File: config.mk
export PLATFORM = sky130hd
export DESIGN_NAME = uart_idle_rx
export DESIGN_NICKNAME = d
export VERILOG_FILES = /design/src/rtl/uart_idle_rx_pkg.sv /design/src/rtl/uirx_sync.sv /design/src/rtl/uirx_tick.sv /design/src/rtl/uirx_frame.sv /design/src/rtl/uart_idle_rx.sv
export SDC_FILE = /design/constraint.sdc
export NUM_CORES = 1
export LEC_CHECK = 0
export BUFFER_PORTS_ARGS = -buffer_cell sky130_fd_sc_hd__buf_2
export CELL_PAD_IN_SITES_DETAIL_PLACEMENT = 0
export CELL_PAD_IN_SITES_GLOBAL_PLACEMENT = 2
export CORE_MARGIN = 2
export CORE_UTILIZATION = 30
export DETAILED_ROUTE_END_ITERATION = 8
export GPL_TIMING_DRIVEN = 1
export HOLD_SLACK_MARGIN = 0.03
export MAX_ROUTING_LAYER = met4
export PLACE_DENSITY_LB_ADDON = 0.1
export REMOVE_ABC_BUFFERS = 1
export SETUP_SLACK_MARGIN = 0.05
export SLEW_MARGIN = 15
export SYNTH_ARGS = -nofsm -noshare
export SYNTH_HDL_FRONTEND = slang
export SYNTH_SLANG_ARGS = --single-unit
File: constraint.sdc
create_clock -name clk -period 4.6 [get_ports clk]
set_input_delay 0.46 -clock clk [delete_from_list [all_inputs] [get_ports clk]]
set_output_delay 0.46 -clock clk [all_outputs]
set_load 0.03 [all_outputs]
File: src/rtl/uart_idle_rx_pkg.sv
package uart_idle_rx_pkg;

    typedef enum logic [2:0] {
        ST_WAIT    = 3'd0,
        ST_SHIFT   = 3'd1,
        ST_STOP    = 3'd2,
        ST_RECOVER = 3'd3,
        ST_CHECK   = 3'd4
    } rx_state_e;

    typedef struct packed {
        logic busy;
        logic ferr;
        logic idle;
        logic overrun;
    } rx_events_t;

    function automatic int unsigned cnt_width(input int unsigned n);
        return (n < 2) ? 1 : $clog2(n);
    endfunction

endpackage

File: src/rtl/uirx_sync.sv
module uirx_sync #(
    parameter int unsigned STAGES = 2
) (
    input  logic clk,
    input  logic rst,
    input  logic d_async,
    output logic q_sync
);
    logic [STAGES-1:0] chain;

    always_ff @(posedge clk) begin
        if (rst) chain <= '1;
        else     chain <= {chain[STAGES-2:0], d_async};
    end

    assign q_sync = chain[STAGES-1];
endmodule

File: src/rtl/uirx_tick.sv
module uirx_tick
    import uart_idle_rx_pkg::*;
#(
    parameter int unsigned DIV = 4
) (
    input  logic clk,
    input  logic rst,
    output logic tick
);
    localparam int unsigned CW = cnt_width(DIV);
    localparam logic [CW-1:0] LAST = CW'(DIV - 1);

    logic [CW-1:0] cnt;

    assign tick = (cnt == LAST);

    always_ff @(posedge clk) begin
        if (rst)       cnt <= '0;
        else if (tick) cnt <= '0;
        else           cnt <= cnt + 1'b1;
    end

    generate
        if (DIV > 1) begin : g_spacing

            tick_spacing_chk: assert property (@(posedge clk) disable iff (rst)
                tick |=> !tick);
        end
    endgenerate
endmodule

File: src/rtl/uirx_frame.sv
module uirx_frame
    import uart_idle_rx_pkg::*;
#(
    parameter int unsigned OVERSAMPLE  = 8,
    parameter int unsigned DATA_BITS   = 8,
    parameter int unsigned IDLE_CHECKS = 11
) (
    input  logic                 clk,
    input  logic                 rst,
    input  logic                 tick,
    input  logic                 rx_s,
    input  logic                 out_ready,
    output logic                 out_valid,
    output logic [DATA_BITS-1:0] out_data,
    output rx_events_t           ev,
    output logic                 line_idle
);
    localparam int unsigned FIRST_SAMPLE = OVERSAMPLE + OVERSAMPLE / 2;
    localparam int unsigned TW = cnt_width(FIRST_SAMPLE);
    localparam int unsigned BW = cnt_width(DATA_BITS);
    localparam int unsigned IW = cnt_width(IDLE_CHECKS);
    localparam logic [TW-1:0] LOAD_FIRST = TW'(FIRST_SAMPLE - 1);
    localparam logic [TW-1:0] LOAD_BIT   = TW'(OVERSAMPLE - 1);
    localparam logic [BW-1:0] LAST_BIT   = BW'(DATA_BITS - 1);
    localparam logic [IW-1:0] LAST_IDLE  = IW'(IDLE_CHECKS - 1);

    rx_state_e            state;
    logic [TW-1:0]        tick_left;
    logic [BW-1:0]        bit_idx;
    logic [DATA_BITS-1:0] shreg;
    logic [IW-1:0]        idle_cnt;

    always_ff @(posedge clk) begin
        if (rst) begin
            state     <= ST_WAIT;
            tick_left <= '0;
            bit_idx   <= '0;
            shreg     <= '0;
            idle_cnt  <= '0;
            out_valid <= 1'b0;
            out_data  <= '0;
            ev        <= '0;
            line_idle <= 1'b1;
        end else begin
            out_valid <= 1'b0;
            ev        <= '0;
            if (tick) begin
                unique case (state)
                    ST_WAIT: begin
                        if (!rx_s) begin
                            ev.busy   <= 1'b1;
                            line_idle <= 1'b0;
                            state     <= ST_SHIFT;
                            tick_left <= LOAD_FIRST;
                            bit_idx   <= '0;
                        end
                    end
                    ST_SHIFT: begin
                        if (tick_left == '0) begin
                            shreg     <= {rx_s, shreg[DATA_BITS-1:1]};
                            tick_left <= LOAD_BIT;
                            if (bit_idx == LAST_BIT) state <= ST_STOP;
                            else bit_idx <= bit_idx + 1'b1;
                        end else begin
                            tick_left <= tick_left - 1'b1;
                        end
                    end
                    ST_STOP: begin
                        if (tick_left == '0) begin
                            if (rx_s) begin
                                if (out_ready) begin
                                    out_valid <= 1'b1;
                                    out_data  <= shreg;
                                end else begin
                                    ev.overrun <= 1'b1;
                                end
                                state    <= ST_CHECK;
                                idle_cnt <= '0;
                            end else begin
                                ev.ferr <= 1'b1;
                                state   <= ST_RECOVER;
                            end
                        end else begin
                            tick_left <= tick_left - 1'b1;
                        end
                    end
                    ST_RECOVER: begin
                        if (rx_s) begin
                            state    <= ST_CHECK;
                            idle_cnt <= '0;
                        end
                    end
                    ST_CHECK: begin
                        if (!rx_s) begin
                            state     <= ST_SHIFT;
                            tick_left <= LOAD_FIRST;
                            bit_idx   <= '0;
                        end else if (idle_cnt == LAST_IDLE) begin
                            ev.idle   <= 1'b1;
                            line_idle <= 1'b1;
                            state     <= ST_WAIT;
                        end else begin
                            idle_cnt <= idle_cnt + 1'b1;
                        end
                    end
                    default: state <= ST_WAIT;
                endcase
            end
        end
    end


    one_event_chk: assert property (@(posedge clk) disable iff (rst)
        $onehot0({ev.busy, ev.ferr, ev.idle, ev.overrun, out_valid}));


    valid_needs_ready_chk: assert property (@(posedge clk) disable iff (rst)
        out_valid |-> $past(out_ready));


    idle_flag_rise_chk: assert property (@(posedge clk) disable iff (rst)
        $rose(line_idle) |-> ev.idle);


    busy_clears_flag_chk: assert property (@(posedge clk) disable iff (rst)
        ev.busy |-> !line_idle);


    recover_holds_chk: assert property (@(posedge clk) disable iff (rst)
        (state == ST_RECOVER && !rx_s) |=> (state == ST_RECOVER));
endmodule

File: src/rtl/uart_idle_rx.sv
module uart_idle_rx
    import uart_idle_rx_pkg::*;
#(
    parameter int unsigned CLKS_PER_TICK = 4,
    parameter int unsigned OVERSAMPLE    = 8,
    parameter int unsigned DATA_BITS     = 8,
    parameter int unsigned IDLE_CHECKS   = 11,
    parameter int unsigned SYNC_STAGES   = 2
) (
    input  logic                 clk,
    input  logic                 rst,
    input  logic                 rx_in,
    input  logic                 out_ready,
    output logic                 out_valid,
    output logic [DATA_BITS-1:0] out_data,
    output logic                 busy_evt,
    output logic                 ferr_evt,
    output logic                 idle_evt,
    output logic                 overrun_evt,
    output logic                 line_idle
);
    logic       rx_s;
    logic       tick;
    rx_events_t ev;

    uirx_sync #(.STAGES(SYNC_STAGES)) i_sync (
        .clk     (clk),
        .rst     (rst),
        .d_async (rx_in),
        .q_sync  (rx_s)
    );

    uirx_tick #(.DIV(CLKS_PER_TICK)) i_tick (
        .clk  (clk),
        .rst  (rst),
        .tick (tick)
    );

    uirx_frame #(
        .OVERSAMPLE  (OVERSAMPLE),
        .DATA_BITS   (DATA_BITS),
        .IDLE_CHECKS (IDLE_CHECKS)
    ) i_frame (
        .clk       (clk),
        .rst       (rst),
        .tick      (tick),
        .rx_s      (rx_s),
        .out_ready (out_ready),
        .out_valid (out_valid),
        .out_data  (out_data),
        .ev        (ev),
        .line_idle (line_idle)
    );

    assign busy_evt    = ev.busy;
    assign ferr_evt    = ev.ferr;
    assign idle_evt    = ev.idle;
    assign overrun_evt = ev.overrun;
endmodule

# Word-level counts from Yosys, hierarchy flattened
# Index checks and enable logic that the tools add are counted.
[word_totals]
elab_cells = 92
out_inout_bits = 14
reg_bits = 40
in_bits = 4
[op_classes]
addsub = 4
n_reduce_logical = 19
n_mux = 30
bitwise_logic = 6
eq_ne = 19
[ops]
columns = ["cell", "count"]
rows = [
  ["$mux W3", 11],
  ["$mux W4", 7],
  ["$pmux W4 S3", 2],
  ["$reduce_and A5 Y1", 4],
  ["$pmux W3 S5", 1],
  ["$ne A2 B2 Y1 const B", 7],
  ["$ne A2 B1 Y1 const B", 4],
  ["$reduce_or A4 Y1", 2],
  ["$mux W1", 7],
  ["$reduce_and A7 Y1", 1],
  ["$eq A3 B2 Y1 const B", 2],
  ["$eq A3 B3 Y1 const B", 2],
  ["$not A1 Y1", 6],
  ["$pmux W3 S2", 1],
  ["$reduce_bool A3 Y1", 2],
  ["$reduce_or A5 Y1", 1],
  ["$add A4 B1 Y4 const B", 1],
  ["$eq A4 B4 Y1 const B", 1],
  ["$logic_not A4 Y1", 1],
  ["$reduce_and A4 Y1", 1],
  ["$reduce_bool A2 Y1", 2],
  ["$reduce_or A2 Y1", 2],
  ["$sub A4 B1 Y4 const B", 1],
  ["$add A3 B1 Y3 const B", 1],
  ["other kinds (8)", 8],
]

# Depth between registers and ports, before layout
[logic_depth]
word_depth = 4
mapped_depth = 6
mapped_depth_nobuf = 6

# By module
# From an unflattened synthesis, not the netlist that was laid out.
[hier_totals]
cells_unflattened = 186
hier_area_um2 = 1809.2
[modules_own_cells]
columns = ["mod", "cells_per_inst", "area_per_inst_um2", "seq_area_each_um2", "instances"]
rows = [
  ["uirx_frame", 177, 1681.6, 720.7, 1],
  ["uirx_tick", 5, 75.1, 40.0, 1],
  ["uirx_sync", 4, 52.6, 40.0, 1],
]

# Least setup slack after synthesis
# OpenSTA, ideal clock, no wires.
[synth_path]
path_type = "register to register"
startpoint = "register i_frame.tick_left[0]"
endpoint = "register i_frame.state[0]"
arrival_ns = 1.653
slack_ns = 2.826
stages_incl_launch_ff = 7
n_path_buf = 0
path_cell_list = "dfxtp_1 inv_1 ha_1 or3b_1 a32oi_1 and3_2 mux2_2"
[synth_via]
elab_chain_len = 3
word_cells_on_any_way = 4
classes_between = "eq/ne: 2; reduce/logical: 2"
[synth_rtl]
columns = ["item", "line", "rtl"]
rows = [
  ["from (decl)", "uirx_frame.sv:28", "logic [TW-1:0] tick_left;"],
  ["from (signal assigned)", "uirx_frame.sv:65", "tick_left <= tick_left - 1'b1;"],
  ["from (signal assigned)", "uirx_frame.sv:84", "tick_left <= tick_left - 1'b1;"],
  ["$logic_not A4 Y1 *", "uirx_frame.sv:59, uirx_frame.sv:69", ""],
  ["$ne A2 B1 Y1 (no line)", "--", ""],
  ["$reduce_and A7 Y1 (no line) *", "--", ""],
  ["to (signal assigned)", "uirx_frame.sv:62", "if (bit_idx == LAST_BIT) state <= ST_STOP;"],
  ["to (signal assigned)", "uirx_frame.sv:77", "state <= ST_CHECK;"],
  ["to (signal assigned)", "uirx_frame.sv:81", "state <= ST_RECOVER;"],
  ["to (decl)", "uirx_frame.sv:27", "rx_state_e state;"],
]
# Mark *: on every way between the ends. The rest lies on a longest branch, timed or not.
# A chain may end at the register's enable or synchronous reset.

# Final worst setup path
[layout_path]
startpoint = "register i_frame.tick_left[0]"
endpoint = "register i_frame.out_data[6]"
[layout_via]
elab_chain_len = 2
[layout_rtl]
columns = ["item", "line", "rtl"]
rows = [
  ["$logic_not A4 Y1", "uirx_frame.sv:69", "if (tick_left == '0) begin"],
  ["$reduce_and A5 Y1 (no line)", "--", ""],
  ["to (signal assigned)", "uirx_frame.sv:73", "out_data <= shreg;"],
  ["to (decl)", "uirx_frame.sv:14", "output logic [DATA_BITS-1:0] out_data,"],
]
# No other way between the ends.

==> summary.md <==
| Metric | Value |
|---|---|
| Max VDD drop | 0.184 mV |
| Via count | 1475 |
| Antenna violations before repair | 0 |
| CTS buffer count | 5 |
| RSZ-0062 raised after global routing | false |
| Total GRT Usage | about 13% |
| Max Cap Viol | 0 |
| Final instance area | 2110 um^2 |
| Root Driver | clkbuf_8 |
| Crit path from | i_frame.tick_left[0]$_SDFFE_PP0P_ |
| Status | completed |
| Final non-filler cell total | 287 |
| Unique cell type count in the Yosys netlist | 53 |
| Initial Utilization | 31.4% |
| Filler cell count | approximately 630 |
| DIE AREA | between 6000 and 7000 um^2 |
| Reg2reg start | i_frame.tick_left[0]$_SDFFE_PP0P_ |
| Tmin final | 2.46 ns |
| CP endpoint kind | flop |
| Cell count after placement | 279 |
| Routed Antenna Nets | 0 |
| Hold buffer count at CTS | 0 |
| Final Hold Fails | 0 |
| Highest-count cells in the layout ignoring fill and taps | 40 x dfxtp_1, 17 x buf_2, 15 x a21oi_1 |
| Arrival @ worst endpoint | about 2.6 ns |
| Die W | 83.2 um |
| Core Area | roughly 6000 um^2 |
| EDFF count, synth | 0 |
| Routed wire per std cell | 14.3 um |
| Setup Skew | 0.00416 ns |
| Sequential share of the synthesized area | 42.6% |
| Nets | 221 |
| Routed WL | about 4.1 mm |
| DR iter-0 viols | 44 |
| Hold_ws | approximately 0.36 ns |
| Height of the chip | 83.2 um |
| Tightest Pin Transition | 1.05 ns |
| Clock transition at the registers of the reported paths | 0.08 ns |
| FFs w/ async S/R, synth | 0% |
| Min-Delay Path Class | primary input to flop |
| Flop and latch count out of synthesis | 40 |
| Worst skew pair latency | 0.29 ns |
| F_max | 0.407 GHz |
| Post-route setup TNS | 0 ns |
| Std-Cell Rows | 28 |
| Final Total Pwr | 662 uW |
| Synthesized cell area | 1880 um^2 |
| First-pass GRT wire length | 7.07 mm |
| Pins over their slew limit | 0 |
| Pleak | slightly above 0.8 nW |
| CP Launch Type | flop |
| Critical Path RT | 4.75 ns |
| Worst hold start | rx_in |
| Most common cell after layout, fill and taps aside | dfxtp_1 |
| Synth area leader | dfxtp_1 |
| DRC errors left | 0 |
| CP Class | flop to flop |
| Max_slew headroom | 29.7% |
| Avg Cell Area, Syn | 9.46 um^2 |
| Syn-to-layout area delta | 11.9% |
| Htree depth | 2 |
| Longest Clk Path Bufs | 2 |
| ANT cells | 0 |
| Layout cells sized above 1 | roughly a fifth |
| Ys flop type | dfxtp_1 |
| I/O pin count | 18 |
| CTS sink count | 40 |
| Synth top area share | 42.6% |
| Setup WS pre-CTS | 2.13 ns |
| Post-CTS Setup Inserts | 0 |
| Final setup fails | 0 |
| Vias per inst | 5.14 |
| Port bufs | 17 |
| Gr ovfl total | 0 |
| PD cells | between 300 and 400 nW/um^2 |
| Drt first pass iters | 4 |
| Post-DP HPWL | 2.84 mm |
| Post-Syn Instances | roughly 200 |
| DP Area | approximately 2000 um^2 |
| Finished Core Util | 35.2% |
| CTS tree | done |
| Routability cong. | roughly 0.74 |
| Synth warn | 0 |
| Post_cts resized | 0 |
| Fin crit share | 53.4% |
| Number of global-route vias before repair | 1422 |
| Worst-path fanout max | 17 |
| Synth area leaders | dfxtp_1 43%, mux2i_1 4.8%, a21oi_1 4.0%, ha_1 4.0%, nand3_1 2.7% |
| Final setup margin | 2.14 ns |
| Largest net degree at the start of global routing | between 40 and 50 |
area by class of cell:
type | instances | area (um^2) | share of cell area [%]
Multi-Input combinational cell | 141 | 996 | 47.3
Sequential cell | 40 | 801 | 38.0
Tap cell | 75 | 93.8 | 4.46
Timing Repair Buffer | 17 | 85.1 | 4.04
Clock buffer | 6 | 72.6 | 3.45
Clock inverter | 2 | 35.0 | 1.66
Inverter | 6 | 22.5 | 1.07
cell families (layout without fill, tap and decap cells):
kind of cell / count (synthesis) / count (layout) / share of synthesized area (%)
AND/OR/NAND/NOR: 81 / 81 / 26.4
AO/OA/AOI/OAI: 40 / 40 / 15.0
flip-flops: 40 / 40 / 42.6
buffers and inverters: 18 / 31 / 4.52
multiplexers: 12 / 12 / 6.58
adder cells (fa/ha/maj): 7 / 7 / 4.52
XOR/XNOR: 1 / 1 / 0.466
registers in the layout, indices dropped and copies added (netlist names):
name,flops
i_frame.bit_idx,3
i_frame.ev,4
i_frame.idle_cnt,4
i_frame.line_idle,1
i_frame.out_data,8
i_frame.out_valid,1
i_frame.shreg,8
i_frame.state,3
i_frame.tick_left,4
i_sync.chain,2
i_tick.cnt,2
where the power goes:
part	total, mW	internal [mW]	switching (mW)
Sequential	0.353	0.350	0.00349
Combinational	0.0281	0.00919	0.0189
Clock	0.281	0.161	0.120
Total	0.662	0.520	0.143
final timing paths:
path              slack [ns]                               end  depth (start not counted)
hold reg to reg         0.41        i_sync.chain[1]$_SDFF_PP1_                          1
hold / removal          0.36        i_sync.chain[0]$_SDFF_PP1_                          2
setup reg to reg        2.14  i_frame.out_data[6]$_SDFFE_PP0P_                          6
setup / recovery        2.14  i_frame.out_data[6]$_SDFFE_PP0P_                          6
synth_stat cells, drive strengths merged (4+ instances only):
cell	number
dfxtp	40
a21oi	17
nand2	13
nor2	13
nand3	10
mux2i	9
nor3	8
clkbuf	7
ha	6
inv	6
buf	5
nor3b	5
nor4	5
nor2b	4
or2	4
worst max-delay path, cell delays in order, from the launching register on:
cell and delay (ns):
dfxtp_1 0.33, inv_1 0.06, ha_1 0.21, nor3b_2 0.87
nand4_2 0.50, mux2i_1 0.29, nor2_1 0.05
layer usage:
layer / track usage (%) / share of wire (%)
met1: 17.1 / 50
met2: 19.0 / 45
met3: 2.98 / 3.4
met4: 4.47 / 0.90
met5: - / 0
Power figures use the tool's default switching activity.
